===== config.mk =====
export PLATFORM = sky130hd
export DESIGN_NAME = thermo_alert
export DESIGN_NICKNAME = d
export VERILOG_FILES = /design/src/rtl/thermo_alert_pkg.sv /design/src/rtl/thermo_alert_datapath.sv /design/src/rtl/thermo_alert_ctrl.sv /design/src/rtl/thermo_alert.sv
export SDC_FILE = /design/constraint.sdc
export NUM_CORES = 1
export LEC_CHECK = 0
export ABC_AREA = 0
export BUFFER_PORTS_ARGS = -buffer_cell sky130_fd_sc_hd__buf_2
export CAP_MARGIN = 20
export CORE_UTILIZATION = 30
export DETAILED_ROUTE_END_ITERATION = 7
export MAX_ROUTING_LAYER = met4
export SLEW_MARGIN = 20
export SYNTH_ARGS = -nofsm -noshare
export SYNTH_HDL_FRONTEND = slang
export SYNTH_SLANG_ARGS = --single-unit

===== constraint.sdc =====
create_clock -name clk -period 2.52 [get_ports clk]
set_input_delay 0.126 -clock clk [delete_from_list [all_inputs] [get_ports clk]]
set_output_delay 0.126 -clock clk [all_outputs]
set_load 0.01 [all_outputs]

===== src/rtl/thermo_alert_pkg.sv =====
package thermo_alert_pkg;

  localparam int MAX_FAULTS = 6;
  localparam int CNT_W      = $clog2(MAX_FAULTS + 1);

  typedef struct packed {
    logic cmpCount;
    logic cmpReset;
    logic cmpWatchLow;
    logic intCount;
    logic intReset;
    logic intWatchLow;
  } strobe_t;

  function automatic logic [CNT_W-1:0] faultsNeeded(input logic [1:0] sel);
    case (sel)
      2'b00:   faultsNeeded = CNT_W'(1);
      2'b01:   faultsNeeded = CNT_W'(2);
      2'b10:   faultsNeeded = CNT_W'(4);
      default: faultsNeeded = CNT_W'(6);
    endcase
  endfunction

endpackage


===== src/rtl/thermo_alert_datapath.sv =====
module thermo_alert_datapath
  import thermo_alert_pkg::*;
#(
  parameter int DATA_W = 13
) (
  input  logic              clk,
  input  logic              rstN,
  input  strobe_t           strobes,
  input  logic [DATA_W-1:0] sample,
  input  logic [DATA_W-1:0] highLimit,
  input  logic [DATA_W-1:0] lowLimit,
  input  logic              extended,
  input  logic [1:0]        faultSel,
  output logic              cmpHit,
  output logic              intHit
);

  localparam int NARROW_W = DATA_W - 1;

  logic signed [DATA_W-1:0] sampleS;
  logic signed [DATA_W-1:0] highS;
  logic signed [DATA_W-1:0] lowS;
  logic                     atOrAboveHigh;
  logic                     belowLow;
  logic [CNT_W-1:0]         needed;
  logic [CNT_W-1:0]         cmpCnt;
  logic [CNT_W-1:0]         intCnt;
  logic                     cmpFault;
  logic                     intFault;

  function automatic logic signed [DATA_W-1:0] widen(input logic [DATA_W-1:0] v,
                                                     input logic wide);
    logic [DATA_W-1:0] r;
    if (wide) r = v;
    else      r = {{(DATA_W-NARROW_W){v[NARROW_W-1]}}, v[NARROW_W-1:0]};
    return $signed(r);
  endfunction

  always_comb begin
    sampleS       = widen(sample, extended);
    highS         = widen(highLimit, extended);
    lowS          = widen(lowLimit, extended);
    atOrAboveHigh = (sampleS >= highS);
    belowLow      = (sampleS < lowS);
    needed        = faultsNeeded(faultSel);
    cmpFault      = strobes.cmpWatchLow ? belowLow : atOrAboveHigh;
    intFault      = strobes.intWatchLow ? belowLow : atOrAboveHigh;
    cmpHit        = strobes.cmpCount && cmpFault && ((cmpCnt + CNT_W'(1)) >= needed);
    intHit        = strobes.intCount && intFault && ((intCnt + CNT_W'(1)) >= needed);
  end

  always_ff @(posedge clk or negedge rstN) begin
    if (!rstN) begin
      cmpCnt <= '0;
    end else if (strobes.cmpReset) begin
      cmpCnt <= '0;
    end else if (strobes.cmpCount) begin
      if (!cmpFault || cmpHit) cmpCnt <= '0;
      else                     cmpCnt <= cmpCnt + CNT_W'(1);
    end
  end

  always_ff @(posedge clk or negedge rstN) begin
    if (!rstN) begin
      intCnt <= '0;
    end else if (strobes.intReset) begin
      intCnt <= '0;
    end else if (strobes.intCount) begin
      if (!intFault || intHit) intCnt <= '0;
      else                     intCnt <= intCnt + CNT_W'(1);
    end
  end

  // a running count never reaches the largest queue depth
  p_cnt_bound_r1: assert property (@(posedge clk) disable iff (!rstN)
    (cmpCnt < CNT_W'(MAX_FAULTS)) && (intCnt < CNT_W'(MAX_FAULTS)));

  // a non-fault result empties the comparator count
  p_nonfault_resets_r3: assert property (@(posedge clk) disable iff (!rstN)
    (strobes.cmpCount && !strobes.cmpReset && !cmpFault) |=> (cmpCnt == '0));

endmodule


===== src/rtl/thermo_alert_ctrl.sv =====
module thermo_alert_ctrl
  import thermo_alert_pkg::*;
(
  input  logic    clk,
  input  logic    rstN,
  input  logic    resultValid,
  input  logic    intMode,
  input  logic    shutdown,
  input  logic    readClear,
  input  logic    respWon,
  input  logic    genCallReset,
  input  logic    cmpHit,
  input  logic    intHit,
  output strobe_t strobes,
  output logic    cmpAlert,
  output logic    intPending,
  output logic    causeLow
);

  logic watchLow;
  logic sdPrev;
  logic clearAny;

  always_comb begin
    clearAny            = readClear || respWon || (shutdown && !sdPrev);
    strobes.cmpCount    = resultValid && !genCallReset;
    strobes.cmpReset    = genCallReset;
    strobes.cmpWatchLow = cmpAlert;
    strobes.intCount    = resultValid && intMode && !intPending && !genCallReset;
    strobes.intReset    = genCallReset || !intMode;
    strobes.intWatchLow = watchLow;
  end

  always_ff @(posedge clk or negedge rstN) begin
    if (!rstN) sdPrev <= 1'b0;
    else       sdPrev <= shutdown;
  end

  always_ff @(posedge clk or negedge rstN) begin
    if (!rstN) begin
      cmpAlert <= 1'b0;
    end else if (genCallReset) begin
      cmpAlert <= 1'b0;
    end else if (cmpHit) begin
      cmpAlert <= !cmpAlert;
    end
  end

  always_ff @(posedge clk or negedge rstN) begin
    if (!rstN) begin
      intPending <= 1'b0;
      watchLow   <= 1'b0;
      causeLow   <= 1'b0;
    end else if (genCallReset || !intMode) begin
      intPending <= 1'b0;
      watchLow   <= 1'b0;
      causeLow   <= 1'b0;
    end else if (intPending && clearAny) begin
      intPending <= 1'b0;
      watchLow   <= !watchLow;
    end else if (intHit) begin
      intPending <= 1'b1;
      causeLow   <= watchLow;
    end
  end

  // general-call reset empties both alert states
  p_gencall_clears_r7: assert property (@(posedge clk) disable iff (!rstN)
    genCallReset |=> (!cmpAlert && !intPending));

  // a clear wins over a same-cycle result while latched
  p_clear_wins_r12: assert property (@(posedge clk) disable iff (!rstN)
    (intMode && intPending && clearAny && !genCallReset) |=> !intPending);

  // the comparator state moves only on a result
  p_cmp_needs_result_r3: assert property (@(posedge clk) disable iff (!rstN)
    (!resultValid && !genCallReset) |=> $stable(cmpAlert));

  // an interrupt latches only on a result
  p_int_needs_result_r4: assert property (@(posedge clk) disable iff (!rstN)
    $rose(intPending) |-> $past(resultValid));

endmodule


===== src/rtl/thermo_alert.sv =====
module thermo_alert
  import thermo_alert_pkg::*;
#(
  parameter int DATA_W = 13
) (
  input  logic              clk,
  input  logic              rstN,
  input  logic              resultValid,
  input  logic [DATA_W-1:0] resultCode,
  input  logic [DATA_W-1:0] highLimit,
  input  logic [DATA_W-1:0] lowLimit,
  input  logic              cfgIntMode,
  input  logic              cfgPolHigh,
  input  logic [1:0]        cfgFaultSel,
  input  logic              cfgExtended,
  input  logic              cfgShutdown,
  input  logic              readClear,
  input  logic              respWon,
  input  logic              genCallReset,
  output logic              alertPin,
  output logic              alertStatus,
  output logic              respCause
);

  strobe_t strobes;
  logic    cmpHit;
  logic    intHit;
  logic    cmpAlert;
  logic    intPending;
  logic    causeLow;
  logic    active;

  thermo_alert_ctrl u_ctrl (
    .clk          (clk),
    .rstN         (rstN),
    .resultValid  (resultValid),
    .intMode      (cfgIntMode),
    .shutdown     (cfgShutdown),
    .readClear    (readClear),
    .respWon      (respWon),
    .genCallReset (genCallReset),
    .cmpHit       (cmpHit),
    .intHit       (intHit),
    .strobes      (strobes),
    .cmpAlert     (cmpAlert),
    .intPending   (intPending),
    .causeLow     (causeLow)
  );

  thermo_alert_datapath #(.DATA_W(DATA_W)) u_dp (
    .clk       (clk),
    .rstN      (rstN),
    .strobes   (strobes),
    .sample    (resultCode),
    .highLimit (highLimit),
    .lowLimit  (lowLimit),
    .extended  (cfgExtended),
    .faultSel  (cfgFaultSel),
    .cmpHit    (cmpHit),
    .intHit    (intHit)
  );

  always_comb begin
    active      = cfgIntMode ? intPending : cmpAlert;
    alertPin    = cfgPolHigh ? active : !active;
    alertStatus = cfgPolHigh ? cmpAlert : !cmpAlert;
    respCause   = (cfgIntMode && causeLow) ^ cfgPolHigh;
  end

  // in comparator behaviour the pin and the status bit agree
  p_pin_matches_status_r9: assert property (@(posedge clk) disable iff (!rstN)
    !cfgIntMode |-> (alertPin == alertStatus));

endmodule


Word level (Yosys, flattened, before mapping)
Index checks and enable logic that the tools add are counted.
{"block": "op_classes", "order_cmp": 4, "reduce_logical": 33, "muxes": 25, "div": 0, "n_mul": 0, "bitwise": 1, "addsub": 2, "eq_ne": 3, "shift": 0}
{"operator": "13-bit two-way mux", "count": 3}
{"operator": "3-bit two-way mux", "count": 6}
{"operator": "1-bit two-way mux", "count": 15}
{"operator": "13-bit greater-or-equal comparator", "count": 1}
{"operator": "13-bit less-than comparator", "count": 1}
{"operator": "1-bit logical AND", "count": 11}
{"operator": "2-bit nonzero test", "count": 5}
{"operator": "1-bit logical NOT", "count": 9}
{"operator": "3-bit case mux with 3 select lines", "count": 1}
{"operator": "3-bit by 1-bit adder with 3-bit output (second input constant)", "count": 2}
{"operator": "3-bit greater-or-equal comparator", "count": 2}
{"operator": "1-bit logical OR", "count": 5}
{"operator": "3-bit nonzero test", "count": 1}
{"operator": "2-bit by 1-bit equality test with 1-bit output (second input constant)", "count": 1}
{"operator": "2-bit equality test (second input constant)", "count": 1}
{"operator": "2-bit logical NOT", "count": 1}
{"operator": "2-bit inequality test (second input constant)", "count": 1}
{"operator": "2-bit AND reduction", "count": 1}
{"operator": "1-bit XOR", "count": 1}
{"block": "word_totals", "rom_bits": 0, "memories": 0, "ramBits": 0, "regBits": 11, "latch_bits": 0}

Depth between registers and ports, before layout
{"block": "logic_depth", "word_depth": 9, "depth_mapped": 8}

Modules after synthesis
From an unflattened synthesis, not the netlist that was laid out.
{"block": "unflattened", "hier_cells": 179, "area_unflattened_um2": 1527.7}
{"mod": "thermo_alert_datapath", "instances": 1, "seq_area_each_um2": 150.1, "cells_per_inst": 144, "area_per_inst_um2": 1183.6}
{"mod": "thermo_alert_ctrl", "instances": 1, "seq_area_each_um2": 125.1, "cells_per_inst": 30, "area_per_inst_um2": 304.0}
{"mod": "thermo_alert", "instances": 1, "seq_area_each_um2": 0.0, "cells_per_inst": 5, "area_per_inst_um2": 40.0}

Least setup slack after synthesis
OpenSTA, ideal clock, no wires.
{"block": "synth_path", "path_type": "reg-to-reg", "startpoint": "register u_dp.cmpCnt[0]", "endpoint": "register u_dp.cmpCnt[0]", "slack_ns": 0.432, "stages_incl_launch_ff": 8, "n_path_buf": 0, "synth_period_minus_slack_ns": 2.088, "arrival_time_ns": 2.023, "path_cell_list": "dfrtp_1 -> ha_1 -> ha_1 -> a21o_1 -> a2111oi_0 -> nand2_1 -> o2bb2ai_1 -> mux2_1"}
{"block": "synth_via", "elab_chain_len": 7}
{"item": "start, declared", "line_no": "thermo_alert_datapath.sv:26", "rtl": "logic [CNT_W-1:0] cmpCnt;"}
{"item": "start signal, assigned", "line_no": "thermo_alert_datapath.sv:59", "rtl": "else cmpCnt <= cmpCnt + CNT_W'(1);"}
{"item": "3-bit by 1-bit adder with 3-bit output (*)", "line_no": "thermo_alert_datapath.sv:48, thermo_alert_datapath.sv:59"}
{"item": "3-bit greater-or-equal comparator", "line_no": "thermo_alert_datapath.sv:48", "rtl": "cmpHit = strobes.cmpCount && cmpFault && ((cmpCnt + CNT_W'(1)) >= needed);"}
{"item": "1-bit logical AND", "line_no": "thermo_alert_datapath.sv:48"}
{"item": "1-bit logical OR", "line_no": "thermo_alert_datapath.sv:58", "rtl": "if (!cmpFault || cmpHit) cmpCnt <= '0;"}
{"item": "3-bit two-way mux (*)", "line_no": "thermo_alert_datapath.sv:58"}
{"item": "3-bit two-way mux (*)", "line_no": "thermo_alert_datapath.sv:57", "rtl": "end else if (strobes.cmpCount) begin"}
{"item": "3-bit two-way mux (*)", "line_no": "thermo_alert_datapath.sv:55", "rtl": "end else if (strobes.cmpReset) begin"}
Mark *: on every way between the ends. The rest lies on a longest branch, timed or not. The select of a mux whose other input is x is not followed.
A chain may end at the register's enable or synchronous reset.

Worst setup path after layout
Ends and elaborated chain as after synthesis.

==> key figures <==
Outcome
  • Status: complete, no violations

Clock network
  • H-tree depth: 1
  • Hold-fix buffers at CTS: 2
  • CTS tree: yes
  • Clk_lat worst skew: about 240 ps
  • Root buf cell: clkbuf_8
  • Resize count post-CTS: 0
  • Postcts setup bufs: 0
  • CTS max path bufs: 2
  • Clock sink count: 11
  • Num CTS Buffers: 3
  • Clk slew on worst S/H paths: approximately 50 ps

Critical path
  • Endpoint type of the worst setup path: register
  • Critical path peak fanout: 3
  • Crit Path Class: register to register
  • CP Launch Type: register
  • Req. time, crit path: between 2000 and 3000 ps
  • CP arrival: roughly 2400 ps

Timing
  • Min Clock Period, post-route: around 2200 ps
  • Setup total negative slack: 0 ps
  • Final setup fails: 0
  • Fin Hold WS: ~110 ps
  • RSZ-0062 raised after global routing: no
  • Final Hold Vio Count: 0
  • Worst Tran Pin Value: between 500 and 600 ps
  • F_max: roughly 450 MHz
  • Max transition margin: 63.60%
  • Period utilisation layout: between 80% and 90%
  • Final Max Tran Viols: 0
  • Clk_skew: approximately 1.7 ps

Finish
  • Register Area: about 280 sq um
  • # fillers: 459
  • Nets@finish: around 310
  • Layout cells sized above 1: roughly 27%
  • Syn-to-layout area delta: 28.16%
  • Ant diodes: 0
  • Area of the multi-input gates: just over 1000 sq um
  • Most frequent cells in the layout: 53 x buf_2, 33 x ha_1, 30 x inv_1, 14 x a21oi_1, 11 x dfrtp_1
  • Commonest non-fill, non-tap cell in the layout: buf_2

Place
  • Hpwl dp: around 2700 um
  • Port bufs: 53
  • Final GP Congestion: about 0.78

Power and ir drop
  • Cell Pwr Density: ~330 nW/um^2
  • Sw Ratio: a little under a third
  • Maximum vdd drop: approximately 210 uV
  • Sequential power share: between 30% and 40%
  • Leak: 0.001059 uW
  • Switch Pwr: between 150 and 200 uW
  • Internal power: just over 400 uW
  • Clock Power Share: between 20% and 30%
  • Logic gate share of total power: a little under two fifths

Yosys
  • Register area share after synthesis: 19.61%
  • Syn Nets: ~250
  • Synth Register Bits: 11
  • Post-synth ARST share: 100.0%
  • EDFF count, synth: 0
  • Post-Syn Area per Cell: 8.560 sq um
  • Cells after Synth: around 160
  • Top cell type by total area after synthesis: ha_1
  • Area contributors post-synth: ha_1 29%, dfrtp_1 20%, inv_1 8.0%, a21oi_1 5.0%, a21o_1 3.2%
  • Cell area after synthesis: 1404 sq um
  • Yosys warning count: 0
  • Primary FF master, synth: dfrtp_1
  • Synth top area share: between 20% and 30%
  • Yosys cell types: 37

Floorplan
  • Core area: 4414 sq um
  • Die ar.: between 4000 and 5000 sq um
  • I/O pin count: 54
  • Die width: 70.41 um
  • Initial Util: a little under a third
  • Chip height: between 70 and 80 um
  • Std-Cell Rows: 24

GRT
  • First-pass GRT wire length: 5347 um
  • Largest net degree at the start of global routing: 12
  • Vias in the first global route: around 1,300
  • Gr ovfl total: 0
  • GRT Total Usage: 13.47%
  • Initial antenna violation count: 0

Drt
  • Via count: between 1,000 and 1,500
  • Drc violations: 0
  • Vias per cell: about 4.7
  • Routed len/inst: 10.89 um
  • Final ANT Viol Nets: 0
  • Iteration-0 DRC Markers: 21
  • Overall routed net length: roughly 3000 um
  • Drt pass-1 iters: 4

Min path
  • Hold Path Class: input port to register

Job
  • MaxCap Viol Count: 0
worst paths after layout:
check                                     from              end  slack, ps  cells past startpoint
max in group asynchronous                 rstN  u_ctrl.watchLow       2030                      2
worst min register to register  u_dp.intCnt[1]   u_dp.intCnt[1]        500                      1
worst max register to register  u_dp.cmpCnt[0]   u_dp.cmpCnt[0]        280                      7
worst min-delay path              genCallReset  u_ctrl.cmpAlert        110                      2
worst max-delay path            u_dp.cmpCnt[0]   u_dp.cmpCnt[0]        280                      7
min in group asynchronous                 rstN   u_dp.cmpCnt[0]        290                      2
sequential cells by signal, indices dropped and copies added (netlist names):
register and flops:
u_ctrl.causeLow 1, u_dp.cmpCnt 3, u_dp.intCnt 3, u_ctrl.cmpAlert 1, u_ctrl.sdPrev 1, u_ctrl.watchLow 1, u_ctrl.intPending 1
power groups by stage:
stage	Sequential [uW]	Clock, uW	Combinational, uW
after global routing	193	196	264
after global placement	194	0	225
after floorplan	192	0	142
after detailed placement	195	0	228
final	192	177	228
after CTS	192	182	232
area by class of cell:
cell class,instances,share of cell area [%]
clock buffer,4,2.503
inverter,30,6.259
multi-input combinational,123,56.47
sequential,11,15.30
tap,52,3.616
timing repair buffer,55,15.86
through the flow:
| stage | util (%) | cell area (sq um) | total power, uW | worst slack, ps | std cells |
|---|---|---|---|---|---|
| global placement | 39.29 | 1734 | 419.6 | 269.9 | 269 |
| global route | 40.76 | 1799 | 652.3 | 27.15 | 275 |
| CTS | 40.76 | 1799 | 606.1 | 265.0 | 275 |
| detailed placement | 39.29 | 1734 | 422.7 | 263.8 | 269 |
| floorplan | - | 1404 | 334.8 | 431.5 | 164 |
| finish | 40.76 | 1799 | 597.7 | 276.4 | 275 |
cell families after synthesis:
logic type,synth area share (%)
AO/OA/AOI/OAI,20.05
XOR/XNOR,3.744
adder cells (fa/ha/maj),29.41
buffers and inverters,8.022
flip-flops,19.61
multiplexers,5.526
AND/OR/NAND/NOR,13.64
cell usage after synthesis (2+ instances only):
cell	count
nand2_1	8
xor2_1	3
a32o_1	3
xnor2_1	3
nor2b_1	4
nand2b_1	6
nand3_1	3
a21o_1	6
o21ai_0	3
nor2_1	8
ha_1	33
or4_1	2
inv_1	30
a22o_1	2
dfrtp_1	11
nand4_1	2
mux2i_1	4
a21oi_1	14
worst max-delay path, stage by stage, from the launching register on:
cell and delay, ps:
dfrtp_1 400, ha_1 320, ha_1 270, a21o_1 170, a2111oi_0 520, nand2_1 100, o2bb2ai_1 230, mux2_1 160
per-layer routing:
layer  GRT usage (%)  up-vias  share of wire, %  routed length (um)
li1                -      703                 -                   -
met1           16.42      567                48                1441
met2           22.96       29                47                1412
met3           2.742        2               4.1                 122
met4           2.667        0              0.63                  19
met5               -        -                 0                   0
Note: power is estimated with default switching activity, not from simulation.
